**config.mk**
```make
export PLATFORM = sky130hd
export DESIGN_NAME = i2c_byte_master
export DESIGN_NICKNAME = d
export VERILOG_FILES = /design/src/rtl/i2cbe_pkg.sv /design/src/rtl/i2cbe_clkgen.sv /design/src/rtl/i2cbe_engine.sv /design/src/rtl/i2c_byte_master.sv
export SDC_FILE = /design/constraint.sdc
export NUM_CORES = 1
export LEC_CHECK = 0
export BUFFER_PORTS_ARGS = -buffer_cell sky130_fd_sc_hd__buf_4
export CAP_MARGIN = 20
export CORE_MARGIN = 1
export CORE_UTILIZATION = 30
export CTS_BUF_LIST = sky130_fd_sc_hd__clkbuf_4
export DETAILED_ROUTE_END_ITERATION = 6
export GPL_ROUTABILITY_DRIVEN = 0
export HOLD_SLACK_MARGIN = 0.12
export PLACE_DENSITY = 0.45
export REMOVE_ABC_BUFFERS = 1
export SYNTH_ARGS = -nofsm -noshare
export SYNTH_HDL_FRONTEND = slang
export SYNTH_SLANG_ARGS = --single-unit
```
**constraint.sdc**
```tcl
create_clock -name clk -period 13.4 [get_ports clk]
set_clock_uncertainty 0.1 [all_clocks]
set_input_delay 2.01 -clock clk [delete_from_list [all_inputs] [get_ports clk]]
set_output_delay 2.01 -clock clk [all_outputs]
set_load 0.1 [all_outputs]
```
**src/rtl/i2cbe_pkg.sv**
```systemverilog
// Shared types of the I2C byte engine: register selects, queued commands,
// engine states and the control register layout.
package i2cbe_pkg;
    localparam int DIV_W  = 4;
    localparam int BYTE_W = 8;

    typedef enum logic [1:0] {
        SEL_CTRL = 2'd0,
        SEL_STAT = 2'd1,
        SEL_OWN  = 2'd2,
        SEL_DATA = 2'd3
    } sel_e;

    typedef enum logic [1:0] {
        CMD_NEXT    = 2'd0,
        CMD_STOP    = 2'd1,
        CMD_RESTART = 2'd2
    } cmd_e;

    typedef enum logic [3:0] {
        E_IDLE, E_SETUP, E_RISE, E_STA, E_BIT, E_HOLD, E_P0, E_P1, E_P2
    } eng_e;

    typedef struct packed {
        logic             ack_gen;
        logic             pre_sel;
        logic             irq_en;
        logic             pend;
        logic [DIV_W-1:0] div;
    } ctrl_t;
endpackage

```
**src/rtl/i2cbe_clkgen.sv**
```systemverilog
// Quarter-period tick generator.
// Emits one tick every (PRE/4)*(div+1) clocks while run is high. The count
// restarts whenever run is low, so every action starts with a whole quarter.
// Assumes PRE_LO and PRE_HI are multiples of 4 and at least 8.
module i2cbe_clkgen #(
    parameter int PRE_LO = 16,
    parameter int PRE_HI = 512,
    parameter int DIV_W  = 4
) (
    input  logic             clk,
    input  logic             rst_n,
    input  logic             run,
    input  logic             pre_sel,
    input  logic [DIV_W-1:0] div,
    output logic             tick
);
    localparam int QLO = PRE_LO / 4;
    localparam int QHI = PRE_HI / 4;
    localparam int CW  = $clog2(QHI * (2 ** DIV_W)) + 1;

    logic [CW-1:0] cnt;
    logic [CW-1:0] limit;

    // Quarter length minus one for the selected prescaler and divisor.
    always_comb limit = CW'((pre_sel ? QHI : QLO) * (int'(div) + 1) - 1);

    assign tick = run && (cnt >= limit);

    // Count clocks inside the quarter; restart on tick or when stopped.
    always_ff @(posedge clk) begin
        if (!rst_n)             cnt <= '0;
        else if (!run || tick)  cnt <= '0;
        else                    cnt <= cnt + 1'b1;
    end

    // quarters are never shorter than two clocks.
    p_tick_spacing_r2: assert property (@(posedge clk) disable iff (!rst_n)
        tick |=> !tick);
endmodule

```
**src/rtl/i2cbe_engine.sv**
```systemverilog
// Bit-level bus sequencer.
// Produces START, repeated START, data bytes (transmit or receive, with the
// ninth acknowledge clock) and STOP. Each bit is four quarters: q0 and q1
// with SCL low (SDA updated at the end of q0), q2 and q3 with SCL high
// (SDA sampled as SCL rises). After each byte it parks in HOLD with SCL low
// until next_go arrives. The first byte after any START is always sent.
module i2cbe_engine
    import i2cbe_pkg::*;
(
    input  logic              clk,
    input  logic              rst_n,
    input  logic              tick,
    input  logic              start_go,
    input  logic              next_go,
    input  cmd_e              cmd,
    input  logic              mode_rx,
    input  logic              ack_gen,
    input  logic [BYTE_W-1:0] tx_byte,
    input  logic              sda_i,
    output logic              run,
    output logic              busy,
    output logic              scl_low,
    output logic              sda_low,
    output logic              byte_done,
    output logic              done_was_tx,
    output logic [BYTE_W-1:0] rx_byte,
    output logic              ack_sample
);
    localparam int BCW = $clog2(BYTE_W + 1);
    localparam logic [BCW-1:0] ACK_SLOT = BCW'(BYTE_W);

    eng_e              state;
    logic [1:0]        q;
    logic [BCW-1:0]    bit_cnt;
    logic [BYTE_W-1:0] tx_q;
    logic [BYTE_W-1:0] rx_sh;
    logic              is_tx;
    logic              sda_r;
    logic              ack_s;

    // Main sequencer: state, quarter, bit count, shifters and SDA drive.
    always_ff @(posedge clk) begin
        if (!rst_n) begin
            state   <= E_IDLE;
            q       <= 2'd0;
            bit_cnt <= '0;
            tx_q    <= '0;
            rx_sh   <= '0;
            is_tx   <= 1'b1;
            sda_r   <= 1'b0;
            ack_s   <= 1'b0;
        end else begin
            case (state)
                E_IDLE: if (start_go) begin
                    state <= E_RISE;
                    sda_r <= 1'b0;
                end
                E_SETUP: if (tick) state <= E_RISE;
                E_RISE: if (tick) begin
                    state <= E_STA;
                    sda_r <= 1'b1;
                end
                E_STA: if (tick) begin
                    state   <= E_BIT;
                    q       <= 2'd0;
                    bit_cnt <= '0;
                    tx_q    <= tx_byte;
                    is_tx   <= 1'b1;
                end
                E_BIT: if (tick) begin
                    q <= q + 2'd1;
                    case (q)
                        2'd0: begin
                            if (bit_cnt == ACK_SLOT) sda_r <= is_tx ? 1'b0 : ack_gen;
                            else                     sda_r <= is_tx ? !tx_q[BYTE_W-1] : 1'b0;
                        end
                        2'd1: begin
                            if (bit_cnt == ACK_SLOT) ack_s <= sda_i;
                            else                     rx_sh <= {rx_sh[BYTE_W-2:0], sda_i};
                        end
                        2'd3: begin
                            if (bit_cnt == ACK_SLOT) state <= E_HOLD;
                            else begin
                                bit_cnt <= bit_cnt + 1'b1;
                                tx_q    <= tx_q << 1;
                            end
                        end
                        default: ;
                    endcase
                end
                E_HOLD: if (next_go) begin
                    case (cmd)
                        CMD_STOP: begin
                            state <= E_P0;
                            sda_r <= 1'b1;
                        end
                        CMD_RESTART: begin
                            state <= E_SETUP;
                            sda_r <= 1'b0;
                        end
                        default: begin
                            state   <= E_BIT;
                            q       <= 2'd0;
                            bit_cnt <= '0;
                            tx_q    <= tx_byte;
                            is_tx   <= !mode_rx;
                        end
                    endcase
                end
                E_P0: if (tick) state <= E_P1;
                E_P1: if (tick) begin
                    state <= E_P2;
                    sda_r <= 1'b0;
                end
                E_P2: if (tick) state <= E_IDLE;
                default: state <= E_IDLE;
            endcase
        end
    end

    // Line drive and status towards the register block.
    always_comb begin
        scl_low     = (state == E_SETUP) || (state == E_P0) || (state == E_HOLD)
                   || ((state == E_BIT) && !q[1]);
        sda_low     = sda_r;
        busy        = (state != E_IDLE);
        run         = (state != E_IDLE) && (state != E_HOLD);
        byte_done   = tick && (state == E_BIT) && (q == 2'd3) && (bit_cnt == ACK_SLOT);
        done_was_tx = is_tx;
        rx_byte     = rx_sh;
        ack_sample  = ack_s;
    end

    // SDA never changes while SCL is high inside a bit.
    p_data_steady_r6: assert property (@(posedge clk) disable iff (!rst_n)
        ((state == E_BIT) && q[1] && $past((state == E_BIT) && q[1])) |-> $stable(sda_r));
    // SDA may only be pulled low under a high SCL when forming START.
    p_start_edge_r3: assert property (@(posedge clk) disable iff (!rst_n)
        ($rose(sda_r) && !scl_low) |-> (state == E_STA));
    // leaving the busy state happens with both lines released.
    p_idle_release_r8: assert property (@(posedge clk) disable iff (!rst_n)
        $fell(busy) |-> (!sda_low && !scl_low));
endmodule

```
**src/rtl/i2c_byte_master.sv**
```systemverilog
// Register block and top level of the I2C byte engine.
// Holds control, status, own-address and data registers. It turns status
// writes into START or queued STOP / repeated START requests, and keeps the
// pending flag that stalls the bus between bytes. Assumes a single-cycle
// write strobe and a combinational read.
module i2c_byte_master
    import i2cbe_pkg::*;
#(
    parameter int PRE_LO = 16,
    parameter int PRE_HI = 512
) (
    input  logic       clk,
    input  logic       rst_n,
    input  logic [1:0] reg_sel,
    input  logic       reg_we,
    input  logic [7:0] reg_wdata,
    output logic [7:0] reg_rdata,
    output logic       irq,
    input  logic       sda_i,
    output logic       scl_oe,
    output logic       sda_oe
);
    ctrl_t             ctrl_q;
    logic [1:0]        mode_q;
    logic              en_q;
    logic              nack_q;
    logic [BYTE_W-1:0] own_q;
    logic [BYTE_W-1:0] data_q;
    cmd_e              cmd_q;

    sel_e              sel;
    logic              wr_ctrl, wr_stat, wr_own, wr_data;
    logic              master_start, start_go, next_go;
    logic              tick, run, busy, scl_low, sda_low;
    logic              byte_done, done_was_tx, ack_sample;
    logic [BYTE_W-1:0] rx_byte;

    // Decode the register write strobe and the engine triggers.
    always_comb begin
        sel          = sel_e'(reg_sel);
        wr_ctrl      = reg_we && (sel == SEL_CTRL);
        wr_stat      = reg_we && (sel == SEL_STAT);
        wr_own       = reg_we && (sel == SEL_OWN);
        wr_data      = reg_we && (sel == SEL_DATA);
        master_start = reg_wdata[7] && reg_wdata[5] && reg_wdata[4];
        start_go     = wr_stat && master_start && !busy;
        next_go      = wr_ctrl && ctrl_q.pend && !reg_wdata[4];
    end

    // Control register; pending is set by the engine and only cleared by software.
    always_ff @(posedge clk) begin
        if (!rst_n) ctrl_q <= '0;
        else begin
            if (wr_ctrl) begin
                ctrl_q.ack_gen <= reg_wdata[7];
                ctrl_q.pre_sel <= reg_wdata[6];
                ctrl_q.irq_en  <= reg_wdata[5];
                ctrl_q.div     <= reg_wdata[DIV_W-1:0];
                if (!reg_wdata[4]) ctrl_q.pend <= 1'b0;
            end
            if (byte_done) ctrl_q.pend <= 1'b1;
        end
    end

    // Status fields and the command queued for the next pending release.
    always_ff @(posedge clk) begin
        if (!rst_n) begin
            mode_q <= 2'b00;
            en_q   <= 1'b0;
            nack_q <= 1'b0;
            cmd_q  <= CMD_NEXT;
        end else begin
            if (wr_stat) begin
                mode_q <= reg_wdata[7:6];
                en_q   <= reg_wdata[4];
            end
            if (start_go || next_go)             cmd_q <= CMD_NEXT;
            else if (wr_stat && busy) begin
                if (master_start)                cmd_q <= CMD_RESTART;
                else if (!reg_wdata[5])          cmd_q <= CMD_STOP;
            end
            if (byte_done && done_was_tx)        nack_q <= ack_sample;
        end
    end

    // Own-address and data registers; received bytes land in data.
    always_ff @(posedge clk) begin
        if (!rst_n) begin
            own_q  <= '0;
            data_q <= '0;
        end else begin
            if (wr_own) own_q <= reg_wdata;
            if (byte_done && !done_was_tx) data_q <= rx_byte;
            else if (wr_data)              data_q <= reg_wdata;
        end
    end

    // Read mux over the four registers.
    always_comb begin
        case (sel)
            SEL_CTRL: reg_rdata = ctrl_q;
            SEL_STAT: reg_rdata = {mode_q, busy, en_q, 3'b000, nack_q};
            SEL_OWN:  reg_rdata = own_q;
            default:  reg_rdata = data_q;
        endcase
    end

    assign irq    = ctrl_q.pend && ctrl_q.irq_en;
    assign scl_oe = scl_low;
    assign sda_oe = sda_low;

    i2cbe_clkgen #(
        .PRE_LO (PRE_LO),
        .PRE_HI (PRE_HI),
        .DIV_W  (DIV_W)
    ) u_clkgen (
        .clk     (clk),
        .rst_n   (rst_n),
        .run     (run),
        .pre_sel (ctrl_q.pre_sel),
        .div     (ctrl_q.div),
        .tick    (tick)
    );

    i2cbe_engine u_engine (
        .clk         (clk),
        .rst_n       (rst_n),
        .tick        (tick),
        .start_go    (start_go),
        .next_go     (next_go),
        .cmd         (cmd_q),
        .mode_rx     (mode_q == 2'b10),
        .ack_gen     (ctrl_q.ack_gen),
        .tx_byte     (data_q),
        .sda_i       (sda_i),
        .run         (run),
        .busy        (busy),
        .scl_low     (scl_low),
        .sda_low     (sda_low),
        .byte_done   (byte_done),
        .done_was_tx (done_was_tx),
        .rx_byte     (rx_byte),
        .ack_sample  (ack_sample)
    );

    // the bus is stretched for as long as pending is set.
    p_stretch_r4: assert property (@(posedge clk) disable iff (!rst_n)
        ctrl_q.pend |-> scl_oe);
    // pending only rises at the end of a byte.
    p_pend_source_r4: assert property (@(posedge clk) disable iff (!rst_n)
        $rose(ctrl_q.pend) |-> $past(byte_done));
    // an interrupt only occurs while the bus is owned.
    p_irq_busy_r10: assert property (@(posedge clk) disable iff (!rst_n)
        irq |-> busy);
endmodule

```
* Yosys cells after proc, flatten, opt, wreduce, memory -nomap -nowiden
Cells that the tools add are included.
Cells by class: add/subtract/negate cells 5, $mul 1, $lt $le $gt $ge 1, eq/ne operators 35, muxes and demuxes 54, bitwise gates (word level) 2, reductions and logical operators 53
Operators by type and width (number):
- $mux 8 | 9
- $mux 4 | 16
- $pmux 8 s3 | 2
- $pmux 4 s9 | 1
- $mul 32x32->12 | 1
- $ne 2x2->1 const B | 13
- $logic_and 1x1->1 | 20
- $eq 4x3->1 const B | 4
- $mux 1 | 13
- $add 12x1->12 const B | 1
- $ge 12x12->1 | 1
- $mux 2 | 6
- $pmux 4 s3 | 1
- $reduce_and 4->1 | 3
- $sub 12x2->12 const B | 1
- $reduce_and 11->1 | 1
- $eq 2x2->1 const B | 5
- $eq 4x2->1 const B | 2
- $eq 4x4->1 const B | 2
- $reduce_and 8->1 | 1
- $logic_not 1->1 | 7
- $reduce_and 7->1 | 1
- $eq 2x1->1 const B | 3
- $ne 2x1->1 const B | 3
- other kinds (22) | 34
Storage, ports and cells: flip-flop bits (word level) 71, input port bits 14, output and inout bits 11, logic and storage cells 171

* Logic depth before layout (Yosys ltp)
Gate-level depths: netlist (run 1).
depth after elaboration 10, mapped depth 20, depth with buffers taken out 18

* Modules after synthesis
Synthesis (run 1) repeated with hierarchy kept, for this count alone.
Unflattened totals: cell total of the unflattened synthesis 494, area, all modules 4305.4 µm²
Modules (own cells, without submodules):
- i2cbe_engine | instances 1, cells each 206, area an instance 1681.6 µm², sequential area each 580.6 µm²
- i2c_byte_master | instances 1, cells each 147, area an instance 1466.4 µm², sequential area each 600.6 µm²
- i2cbe_clkgen | instances 1, cells each 141, area an instance 1157.4 µm², sequential area each 240.2 µm²

* Least setup slack after synthesis (run 1)
No wires, ideal clock.
path type input to output, start point input port reg_sel[1], end point output port reg_rdata[1], arrival 3452 ps, required time 11290 ps, setup slack 7838 ps, stages on the path 3, buffers on the path 1, cells stage by stage buf_1 nor2_1 a22o_1
Between the ends: longest elaborated chain between the ends 2, elaborated cells between the ends (all ways) 4, classes of those cells eq/ne: 2; mux: 1; reduce/logical: 1
RTL lines:
- from (decl) | RTL line i2c_byte_master.sv:14 | input logic [1:0] reg_sel,
- $eq 2x2->1, or another cell as far along | RTL line i2c_byte_master.sv:100 | case (sel)
- $pmux 8 s3 * | RTL line i2c_byte_master.sv:100
- to (decl) | RTL line i2c_byte_master.sv:17 | output logic [7:0] reg_rdata,
Mark *: on every way between the ends. The rest lies on a longest branch, timed or not.

* Worst setup path after layout (run 1)
Same ends and word-level chain as after synthesis.

==> flow_metrics.tcl, run 1 <==
set metrics [dict create \
    clock_power_share 0.311 \
    clk_transition_reported_paths_ns 0.13 \
    combinational_family_with_the_most_area_after_synthesis "simple AND/OR/NAND/NOR gates" \
    timing.critical_path.from_type "input pin" \
    post_synth.cell_area_avg_um2 8.96 \
    yosys.area_share.xor_xnor 0.0421 \
    max_freq_ghz 0.190 \
    max_slew.worst_pin.slew_ns 0.936 \
    synthTopCellsByArea "sky130_fd_sc_hd__dfxtp_1, sky130_fd_sc_hd__mux2i_1, sky130_fd_sc_hd__ha_1" \
    synth.lib_cells_used.distinct 68 \
    synth_flop_cell "sky130_fd_sc_hd__dfxtp_1" \
    timing.reg2reg.setup_slack_ns 8.38 \
    worst_ep_arrival_time_ns 3.16 \
    post_synth_instance_area_mm2 0.00436 \
    drt_drc_violations_left 0 \
    depth_of_the_most_critical_reg_to_reg_path 18 \
    clock_sinks 71 \
    cts_made_buffers 9 \
    startpoint_of_the_lowest_slack_register_to_register_path "ctrl_q[2]$_SDFFE_PN0P_" \
    route.final.wire_length_um 10700 \
    timing_worst_setup_path_type "in2out" \
    number_of_buffers_added_on_ports 24 \
    path_max_fanout 13 \
    critical_path_required_ns 11.29 \
    drt-initial-drc-count 161 \
    drive_gt1_frac 0.133 \
    total_power_mw 0.463 \
    setup.worst_path.end "reg_rdata[1]" \
    crit_path_end_kind "primary output" \
    setup_viol 0 \
    dieArea_mm2 0.0150 \
    yosys_register_bits 71 \
    hold_class "reg2reg" \
    yosys_warnings 0 \
    ys_async_sr_fraction 0 \
    crit-reg2reg-capture "u_clkgen.cnt[9]$_SDFF_PP0_" \
    slew_headroom 0.375 \
    timing.critical_path.mode_cell "sky130_fd_sc_hd__buf_4" \
    clock_tree.buffer_depth 2 \
    grt_start_max_net_pins 52 \
    power_switching_share 0.324 \
    globalRouteOverflowTotal 0 \
    yosys.area_share.simple 0.200 \
    flow.area_growth_from_synthesis_pct 10.6 \
    muxShareOfSynthArea 0.158 \
    die_y_um 123 \
    cpPeakStageDelay_ns 0.44 \
    seqPwrFrac 0.488 \
    io-pin-count 25 \
    number_of_antenna_violations_at_the_first_check_in_global_routing 0 \
    crit_path_top_delay_cell "sky130_fd_sc_hd__nor2_1" \
    synthAdderAreaFrac 0.0917 \
    h_tree_depth 3 \
    power_frac_comb 0.202 \
    fp.coreArea_mm2 0.0140 \
    ys_seq_area_frac 0.326 \
    most_repeated_cell_in_the_gate_level_netlist_after_synthesis "sky130_fd_sc_hd__dfxtp_1" \
    wl_per_cell_um 15.7 \
    clk-insertion-delay-late_ns 0.44 \
    power_density_mw_per_mm2 96.0 \
    final_net_count 544 \
    postCtsResizedCells 0 \
    fin_hold_ws_ns 0.368 \
    avgViaCountPerCell 5.14 \
    vias 3510 \
    dpl.hpwl_um 7860 \
    gr-usage-all-layers 0.153 \
    ctsRootBufferMaster "sky130_fd_sc_hd__clkbuf_4" \
    share_of_the_clock_period_used_by_the_worst_path 0.393 \
    die_w_um 123 \
    grt_first_pass_wirelength_um 17500 \
    cts_tree "built" \
    synth_top_cell_area_share 0.326 \
    cell_internal_pwr_mw 0.313 \
    fp-row-count 43 \
    fin_crit_ns 5.27 \
    worstHoldStart "u_engine.tx_q[7]$_SDFFE_PN0P_" \
    post_cts_buffers 0 \
    power.net_switching_mw 0.150 \
    grt_pass1_vias 3372 \
    hold_buffers 0 \
    post_detailed_route_count_of_antenna_violating_nets 0 \
    synth.top_cells.by_count "sky130_fd_sc_hd__dfxtp_1, sky130_fd_sc_hd__nand2_1, sky130_fd_sc_hd__mux2i_1" \
    synth_edf_count 0 \
    report.final.hold_viol_count 0 \
    fin_setup_tns_ns 0 \
    slew_viol_final 0 \
    antennaDiodeCount 0 \
    max-cap-violations 0 \
    synthesis.instances 487 \
    run_status "completed" \
    ir_drop_uv 43.9 \
    first_pass_iters 6 \
    yosysTopAreaCell "sky130_fd_sc_hd__dfxtp_1" \
    rsz0062_at_grt "no" \
    worst_path_cell_chain "buf_4, nor2_1, a22o_1, buf_4" \
    initial_utilization 0.311 \
    total_leakage_power_nw 2.02 \
    timing.critical_path.from "reg_sel[1]" \
    compound_cell_area_share_of_the_yosys_netlist 0.141 \
]
## per-stage QoR
step,std cells,utilization,setup slack (ns),cell area [um2]
floorplan,461,-,8.11,4260
global placement,667,0.333,8.11,4680
detailed placement,667,0.333,8.11,4680
CTS,683,0.344,8.11,4820
global route,683,0.344,7.98,4820
finish,683,0.344,8.13,4820
## cell usage in the layout, fill, tap and decap left out, types with 6 or more instances in the layout
cell type and count:
sky130_fd_sc_hd__mux2i_1 44, sky130_fd_sc_hd__mux2_2 11, sky130_fd_sc_hd__nor2_1 40, sky130_fd_sc_hd__xor2_1 10
sky130_fd_sc_hd__xnor2_1 11, sky130_fd_sc_hd__nand2b_1 9, sky130_fd_sc_hd__ha_1 32, sky130_fd_sc_hd__nand2_1 51
sky130_fd_sc_hd__nand3b_1 6, sky130_fd_sc_hd__o21ai_0 15, sky130_fd_sc_hd__nand3_1 19, sky130_fd_sc_hd__nand4_1 11
sky130_fd_sc_hd__o211a_1 7, sky130_fd_sc_hd__inv_1 19, sky130_fd_sc_hd__buf_4 26, sky130_fd_sc_hd__clkbuf_4 10
sky130_fd_sc_hd__dfxtp_1 71, sky130_fd_sc_hd__a21oi_1 20
## power groups by stage
stage	Combinational, mW	Clock [mW]	Sequential, mW
finish	0.0935	0.144	0.226
global route	0.103	0.162	0.227
CTS	0.0946	0.152	0.226
detailed placement	0.0944	0	0.231
global placement	0.0935	0	0.231
floorplan	0.0677	0	0.229
## worst max-delay path: cells and delay by family
kind	cells	cell delay, ns
AND/OR/NAND/NOR	1	0.44
buffers and inverters	2	0.46
AO/OA/AOI/OAI	1	0.25
## how the worst min path moves through the flow
stage,end,slack [ns],cells past startpoint
global route,u_engine.tx_q[6]$_SDFFE_PN0P_,0.40,2
floorplan,u_clkgen.cnt[0]$_SDFF_PP0_,0.33,1
CTS,u_engine.tx_q[6]$_SDFFE_PN0P_,0.37,2
finish,u_engine.tx_q[7]$_SDFFE_PN0P_,0.37,2
global placement,u_clkgen.cnt[0]$_SDFF_PP0_,0.34,1
detailed placement,u_engine.tx_q[6]$_SDFFE_PN0P_,0.35,2
## layer usage
layer  vias to the layer above  routed length [um]  track usage
met1                      1697                5240        0.199
met5                         -                   0            0
met2                        40                5100        0.254
met4                         0                 111       0.0503
li1                       1760                   -            -
met3                        13                 255       0.0270
## cells by family (layout without fill, tap and decap cells)
kind of cell    count (synthesis)  after routing
compound gates                 86             86
xor+xnor                       21             21
fa+ha+maj                      32             32
buf+inv                        46             62
flops                          71             71
mux                            61             61
simple gates                  170            170
## final cells by class
class                      instances  area [um2]
clock inverter                     6        71.3
multi-input combinational        370        2760
clock buffer                      10        75.1
timing repair buffer              26         195
sequential                        71        1420
tap                              180         225
inverter                          20        75.1
fill                            1486        9220
## flip-flops by register name, summed over array words and instances (netlist names), 2 cells and up
signal / count
u_engine.rx_byte: 8
u_engine.bit_cnt: 4
u_engine.q: 2
u_engine.tx_q: 8
u_engine.state: 4
u_clkgen.cnt: 12
mode_q: 2
cmd_q: 2
data_q: 8
own_q: 8
ctrl_q: 8
Note: power is estimated with default switching activity, not from simulation.
==> inputs of run 2 (changes only) <==
--- a/config.mk
+++ b/config.mk
@@ -5,6 +5,7 @@
 export SDC_FILE = /design/constraint.sdc
 export NUM_CORES = 1
 export LEC_CHECK = 0
+export ABC_AREA = 1
 export BUFFER_PORTS_ARGS = -buffer_cell sky130_fd_sc_hd__buf_4
 export CAP_MARGIN = 20
 export CORE_MARGIN = 1
@@ -13,7 +14,7 @@
 export DETAILED_ROUTE_END_ITERATION = 6
 export GPL_ROUTABILITY_DRIVEN = 0
 export HOLD_SLACK_MARGIN = 0.12
-export PLACE_DENSITY = 0.45
+export PLACE_DENSITY = 0.47
 export REMOVE_ABC_BUFFERS = 1
 export SYNTH_ARGS = -nofsm -noshare
 export SYNTH_HDL_FRONTEND = slang
==> constraint.sdc (replaced) <==
create_clock -name clk -period 4.8 [get_ports clk]
set_clock_uncertainty 0.1 [all_clocks]
set_input_delay 0.72 -clock clk [delete_from_list [all_inputs] [get_ports clk]]
set_output_delay 0.72 -clock clk [all_outputs]
set_load 0.1 [all_outputs]
==> flow_metrics.tcl, run 2 <==
set metrics [dict create \
    drt_drc_violations_left 0 \
    ir_drop_uv 126 \
    slew_viol_final 0 \
    post_synth.cell_area_avg_um2 6.92 \
    synth_top_cell_area_share 0.328 \
    combinational_family_with_the_most_area_after_synthesis "simple AND/OR/NAND/NOR gates" \
    cts_tree "built" \
    yosys.area_share.xor_xnor 0.0405 \
    number_of_buffers_added_on_ports 24 \
    muxShareOfSynthArea 0 \
    util_after_layout 0.348 \
    run_status "completed" \
    most_repeated_cell_in_the_gate_level_netlist_after_synthesis "sky130_fd_sc_hd__nand2_1" \
    fp.coreArea_mm2 0.0140 \
    clk-insertion-delay-late_ns 0.43 \
    post_detailed_route_count_of_antenna_violating_nets 0 \
    first_pass_iters 5 \
    grt_start_max_net_pins 52 \
    synth_flop_cell "sky130_fd_sc_hd__dfxtp_1" \
    report.final.hold_viol_count 0 \
    total_leakage_power_nw 2.14 \
    synthAdderAreaFrac 0.0925 \
    die_w_um 122 \
    critical_path_required_ns 5.07 \
    ctsRootBufferMaster "sky130_fd_sc_hd__clkbuf_4" \
    fp-row-count 43 \
    initial_utilization 0.309 \
    ys_seq_area_frac 0.328 \
    worst_slack_ns 0.388 \
    hold_buffers 0 \
    power_density_mw_per_mm2 366 \
    fin_crit_ns 4.41 \
    wl_per_cell_um 12.8 \
    crit_path_end_kind "register" \
    vias 3959 \
    yosys_warnings 0 \
    mostFrequentLayoutCells "sky130_fd_sc_hd__nand2_1, sky130_fd_sc_hd__nor2_1, sky130_fd_sc_hd__inv_1" \
    gr-usage-all-layers 0.156 \
    place_inst 817 \
    timing.critical_path.mode_cell "sky130_fd_sc_hd__nand2_1" \
    grt_first_pass_wirelength_um 18000 \
    post_layout_nonfiller_instances 835 \
    place_worst_setup_slack_ns 0.210 \
    dpl.hpwl_um 8310 \
    globalRouteOverflowTotal 0 \
    timing_worst_setup_path_type "reg2reg" \
    synth_edf_count 0 \
    drt-initial-drc-count 145 \
    final_net_count 696 \
    setup_viol 0 \
    slew_headroom 0.624 \
    flow.area_growth_from_synthesis_pct 12.5 \
    fin_hold_ws_ns 0.359 \
    yosysTopAreaCell "sky130_fd_sc_hd__dfxtp_1" \
    hold_class "reg2reg" \
    final_common_cell "sky130_fd_sc_hd__nand2_1" \
    route.final.wire_length_um 10700 \
    synth.top_cells.by_count "sky130_fd_sc_hd__nand2_1, sky130_fd_sc_hd__nor2_1, sky130_fd_sc_hd__inv_1" \
    max_flop_register "u_clkgen.cnt" \
    compound_cell_area_share_of_the_yosys_netlist 0.164 \
    synthesis.instances 625 \
    clock_sinks 71 \
    synthTopCellsByArea "sky130_fd_sc_hd__dfxtp_1, sky130_fd_sc_hd__nand2_1, sky130_fd_sc_hd__ha_1" \
    crit_path_top_delay_cell "sky130_fd_sc_hd__dfxtp_2" \
    number_of_antenna_violations_at_the_first_check_in_global_routing 0 \
    grt_pass1_vias 3654 \
    antennaDiodeCount 0 \
    max-cap-violations 0 \
    largest_register_ff_count 12 \
    avgViaCountPerCell 4.74 \
    ys_async_sr_fraction 0 \
    h_tree_depth 3 \
    io-pin-count 25 \
    synth.lib_cells_used.distinct 47 \
    path_max_fanout 8 \
    post_synth_instance_area_mm2 0.00433 \
    max_slew.worst_pin.slew_ns 0.563 \
    timing.critical_path.from_type "register" \
    cpPeakStageDelay_ns 0.38 \
    die_y_um 122 \
    share_of_the_clock_period_used_by_the_worst_path 0.919 \
    yosys_register_bits 71 \
    worst_ep_arrival_time_ns 4.68 \
    yosys.area_share.simple 0.277 \
    cts_made_buffers 9 \
    max_freq_ghz 0.227 \
    drive_gt1_frac 0.131 \
    dieArea_mm2 0.0149 \
    total_power_mw 1.78 \
    clk_transition_reported_paths_ns 0.13 \
    clock_tree.buffer_depth 2 \
]
-- run 2: cell count changes after synthesis, moves of 11 or more --
cell / previous run / this run
sky130_fd_sc_hd__inv_1: 19 / 81
sky130_fd_sc_hd__nor2_1: 40 / 95
sky130_fd_sc_hd__clkbuf_1: 19 / 8
sky130_fd_sc_hd__inv_2: 1 / 12
sky130_fd_sc_hd__mux2i_1: 44 / 0
sky130_fd_sc_hd__a21oi_1: 20 / 39
sky130_fd_sc_hd__o21ai_0: 15 / 56
sky130_fd_sc_hd__nand2_1: 51 / 113
sky130_fd_sc_hd__mux2_2: 11 / 0
-- run 2: path summary, 6_finish.rpt --
check,start,endpoint,slack (ns),depth (start not counted)
min reg2reg,u_engine.ack_sample$_SDFFE_PN0P_,u_engine.ack_sample$_SDFFE_PN0P_,0.36,2
max reg2reg,ctrl_q[0]$_SDFFE_PN0P_,data_q[3]$_SDFFE_PN0P_,0.39,29
max,ctrl_q[0]$_SDFFE_PN0P_,data_q[3]$_SDFFE_PN0P_,0.39,29
min,u_engine.ack_sample$_SDFFE_PN0P_,u_engine.ack_sample$_SDFFE_PN0P_,0.36,2
-- run 2: critical path: cells and delay by family (launching register included) --
family                     cells  cell delay (ns)
AOI/OAI and AO/OA              1             0.06
xor gates and xnor gates       1             0.14
adders and majority gates      5             1.37
buffers and inverters          4             0.42
DFF                            1             0.38
and+or+nand+nor               18             1.90
-- run 2: metal layers --
metal | up-vias | share of wire | global-route usage
li1 | 2067 | - | -
met1 | 1833 | 0.49 | 0.204
met2 | 53 | 0.48 | 0.258
met3 | 6 | 0.028 | 0.0309
met4 | 0 | 0.0065 | 0.0412
met5 | - | 0 | 0
-- run 2: area by class of cell --
type / instances / area, um2
Clock inverter: 7 / 73.8
Timing Repair Buffer: 27 / 203
Inverter: 96 / 360
Fill cell: 1554 / 9120
Clock buffer: 9 / 67.6
Multi-Input combinational cell: 445 / 2510
Sequential cell: 71 / 1430
Tap cell: 180 / 225
-- run 2: where the power goes --
part | switching, mW | internal, mW
Clock | 0.233 | 0.158
Sequential | 0.0488 | 0.649
Combinational | 0.474 | 0.217
-- run 2: through the flow --
| step | instance area [um2] | TNS (ns) |
|---|---|---|
| floorplan | 4270 | 0 |
| global placement | 4680 | 0 |
| detailed placement | 4680 | 0 |
| CTS | 4820 | 0 |
| global route | 4870 | -0.174 |
| finish | 4870 | 0 |
-- run 2: logic make-up after synthesis --
group / after synthesis
AND/OR/NAND/NOR: 264
flip-flops: 71
XOR/XNOR: 20
AO/OA/AOI/OAI: 129
buffers and inverters: 109
adder cells (fa/ha/maj): 32
-- run 2: timing repair --
item,in CTS,in global routing
gates resized for setup,0,9
buffers inserted,0,2
setup endpoints to repair,0,34
==> inputs of run 3 (changes only) <==
--- a/config.mk
+++ b/config.mk
@@ -14,7 +14,7 @@
 export DETAILED_ROUTE_END_ITERATION = 6
 export GPL_ROUTABILITY_DRIVEN = 0
 export HOLD_SLACK_MARGIN = 0.12
-export PLACE_DENSITY = 0.47
+export PLACE_DENSITY_LB_ADDON = 0.15
 export REMOVE_ABC_BUFFERS = 1
 export SYNTH_ARGS = -nofsm -noshare
 export SYNTH_HDL_FRONTEND = slang
==> flow_metrics.tcl, run 3 (synthesized netlist as in run 2, its figures left out) <==
set metrics [dict create \
    mostFrequentLayoutCells "sky130_fd_sc_hd__nand2_1, sky130_fd_sc_hd__nor2_1, sky130_fd_sc_hd__inv_1" \
    run_status "completed" \
    place_worst_setup_slack_ns 0.234 \
    rsz0062_at_grt "no" \
    timing.hold.worst_endpoint "u_engine.ack_sample$_SDFFE_PN0P_" \
    dieArea_mm2 0.0149 \
    timing.critical_path.from_type "register" \
    drt_drc_violations_left 0 \
    gr-usage-all-layers 0.159 \
    max_freq_ghz 0.230 \
    report.final.hold_viol_count 0 \
    crit-reg2reg-capture "data_q[4]$_SDFFE_PN0P_" \
    final_common_cell "sky130_fd_sc_hd__nand2_1" \
    fp-row-count 43 \
    place_area_mm2 0.00468 \
    crit_path_top_delay_cell "sky130_fd_sc_hd__dfxtp_1" \
    drt-initial-drc-count 166 \
    ir_drop_uv 137 \
    flow.area_growth_from_synthesis_pct 12.6 \
    cts_made_buffers 9 \
    timing.critical_path.mode_cell "sky130_fd_sc_hd__nand2_1" \
    post_layout_nonfiller_instances 836 \
    fp.coreArea_mm2 0.0140 \
    total_power_mw 1.83 \
    drive_gt1_frac 0.120 \
    grt_start_max_net_pins 52 \
    slew_viol_final 0 \
    cts_tree "built" \
    h_tree_depth 3 \
    first_pass_iters 5 \
    critical_path_required_ns 5.09 \
    worst_hold_path.num_cells 2 \
    die_y_um 122 \
    wl_per_cell_um 13.0 \
    globalRouteOverflowTotal 0 \
    avgViaCountPerCell 4.68 \
    crit_path_end_kind "register" \
    clock_tree.buffer_depth 2 \
    total_leakage_power_nw 2.15 \
    dpl.hpwl_um 8270 \
    hold_class "reg2reg" \
    largest_register_ff_count 12 \
    route.final.wire_length_um 10900 \
    number_of_antenna_violations_at_the_first_check_in_global_routing 0 \
    finalInstanceArea_mm2 0.00487 \
    startpoint_of_the_lowest_slack_register_to_register_path "ctrl_q[0]$_SDFFE_PN0P_" \
    cpPeakStageDelay_ns 0.42 \
    vias 3915 \
    setup_viol 0 \
    max_slew.worst_pin.slew_ns 0.565 \
    grt_first_pass_wirelength_um 18200 \
    slew_headroom 0.622 \
    place_inst 817 \
    fin_crit_ns 4.35 \
    timing_worst_setup_path_type "reg2reg" \
    power_density_mw_per_mm2 375 \
    worstHoldStart "u_engine.ack_sample$_SDFFE_PN0P_" \
    worst_slack_ns 0.453 \
    layout.area.seq_mm2 0.00142 \
    ctsRootBufferMaster "sky130_fd_sc_hd__clkbuf_4" \
    path_max_fanout 8 \
    clk_transition_reported_paths_ns 0.12 \
    num-fill-cells 1545 \
    share_of_the_clock_period_used_by_the_worst_path 0.906 \
    max-cap-violations 0 \
    worst_ep_arrival_time_ns 4.64 \
    antennaDiodeCount 0 \
    post_detailed_route_count_of_antenna_violating_nets 0 \
    initial_utilization 0.309 \
    final_net_count 697 \
    max_flop_register "u_clkgen.cnt" \
    multi_input_comb_area_mm2 0.00250 \
    depth_of_the_most_critical_reg_to_reg_path 29 \
    number_of_buffers_added_on_ports 24 \
    fin_setup_tns_ns 0 \
    clk-insertion-delay-late_ns 0.45 \
    io-pin-count 25 \
    grt_pass1_vias 3632 \
    clock_sinks 71 \
    timing.reg2reg.setup_slack_ns 0.45 \
    die_w_um 122 \
]
-- run 3: changes by cell type in the layout (fill, tap and decap cells not counted), sizes merged --
cell / before / now
clkbuf: 9 / 10
clkinv: 5 / 7
buf: 27 / 28
bufinv: 1 / 2
clkinvlp: 4 / 0
-- run 3: worst max-delay path: cells and delay by family (launching register included) --
kind	cells	cell delay (ns)
AO/OA/AOI/OAI	1	0.05
XOR/XNOR	1	0.14
adder cells (fa/ha/maj)	5	1.39
buffers and inverters	4	0.40
flip-flops	1	0.42
AND/OR/NAND/NOR	18	1.80
-- run 3: area by class of cell --
cell class / count / area share
clock buffer: 10 / 0.0154
clock inverter: 6 / 0.0154
inverter: 96 / 0.0740
multi-input combinational: 445 / 0.514
sequential: 71 / 0.292
tap: 180 / 0.0462
timing repair buffer: 28 / 0.0431
-- run 3: power by group --
group          switching, mW  total [mW]  internal, mW
clock network          0.224       0.434         0.211
registers             0.0484       0.698         0.649
logic                  0.479       0.695         0.216
total                  0.751        1.83          1.08
-- run 3: routing by layer --
| layer | vias up | wire, um | GRT usage | share of wire |
|---|---|---|---|---|
| li1 | 2077 | - | - | - |
| met3 | 14 | 254 | 0.0239 | 0.023 |
| met5 | - | 0 | 0 | 0 |
| met2 | 43 | 4990 | 0.262 | 0.46 |
| met4 | 0 | 191 | 0.0709 | 0.018 |
| met1 | 1781 | 5460 | 0.205 | 0.50 |
-- run 3: worst max path at each step --
stage | startpoint | end | slack, ns | cells after the start
finish | ctrl_q[0]$_SDFFE_PN0P_ | data_q[4]$_SDFFE_PN0P_ | 0.45 | 29
global route | ctrl_q[0]$_SDFFE_PN0P_ | data_q[7]$_SDFFE_PN0P_ | 0.009 | 29
CTS | ctrl_q[1]$_SDFFE_PN0P_ | u_engine.rx_byte[4]$_SDFFE_PN0P_ | 0.23 | 27
detailed placement | ctrl_q[1]$_SDFFE_PN0P_ | u_engine.rx_byte[4]$_SDFFE_PN0P_ | 0.23 | 27
global placement | ctrl_q[1]$_SDFFE_PN0P_ | data_q[5]$_SDFFE_PN0P_ | 0.41 | 29
floorplan | ctrl_q[0]$_SDFFE_PN0P_ | u_engine.rx_byte[0]$_SDFFE_PN0P_ | 0.75 | 27
-- run 3: what timing repair did --
item,4_1_cts,5_1_grt
setup endpoints to repair,0,23
hold endpoints to repair,0,0
hold buffers,0,0
buffers inserted,0,3
gates resized for setup,0,4
-- run 3: stage by stage --
step           hold slack [ns]   util
2_1_floorplan            0.320      -
5_1_grt                  0.378  0.348
4_1_cts                  0.363  0.345
3_5_place_dp             0.345  0.335
6_report                 0.359  0.348
3_3_place_gp             0.338  0.335
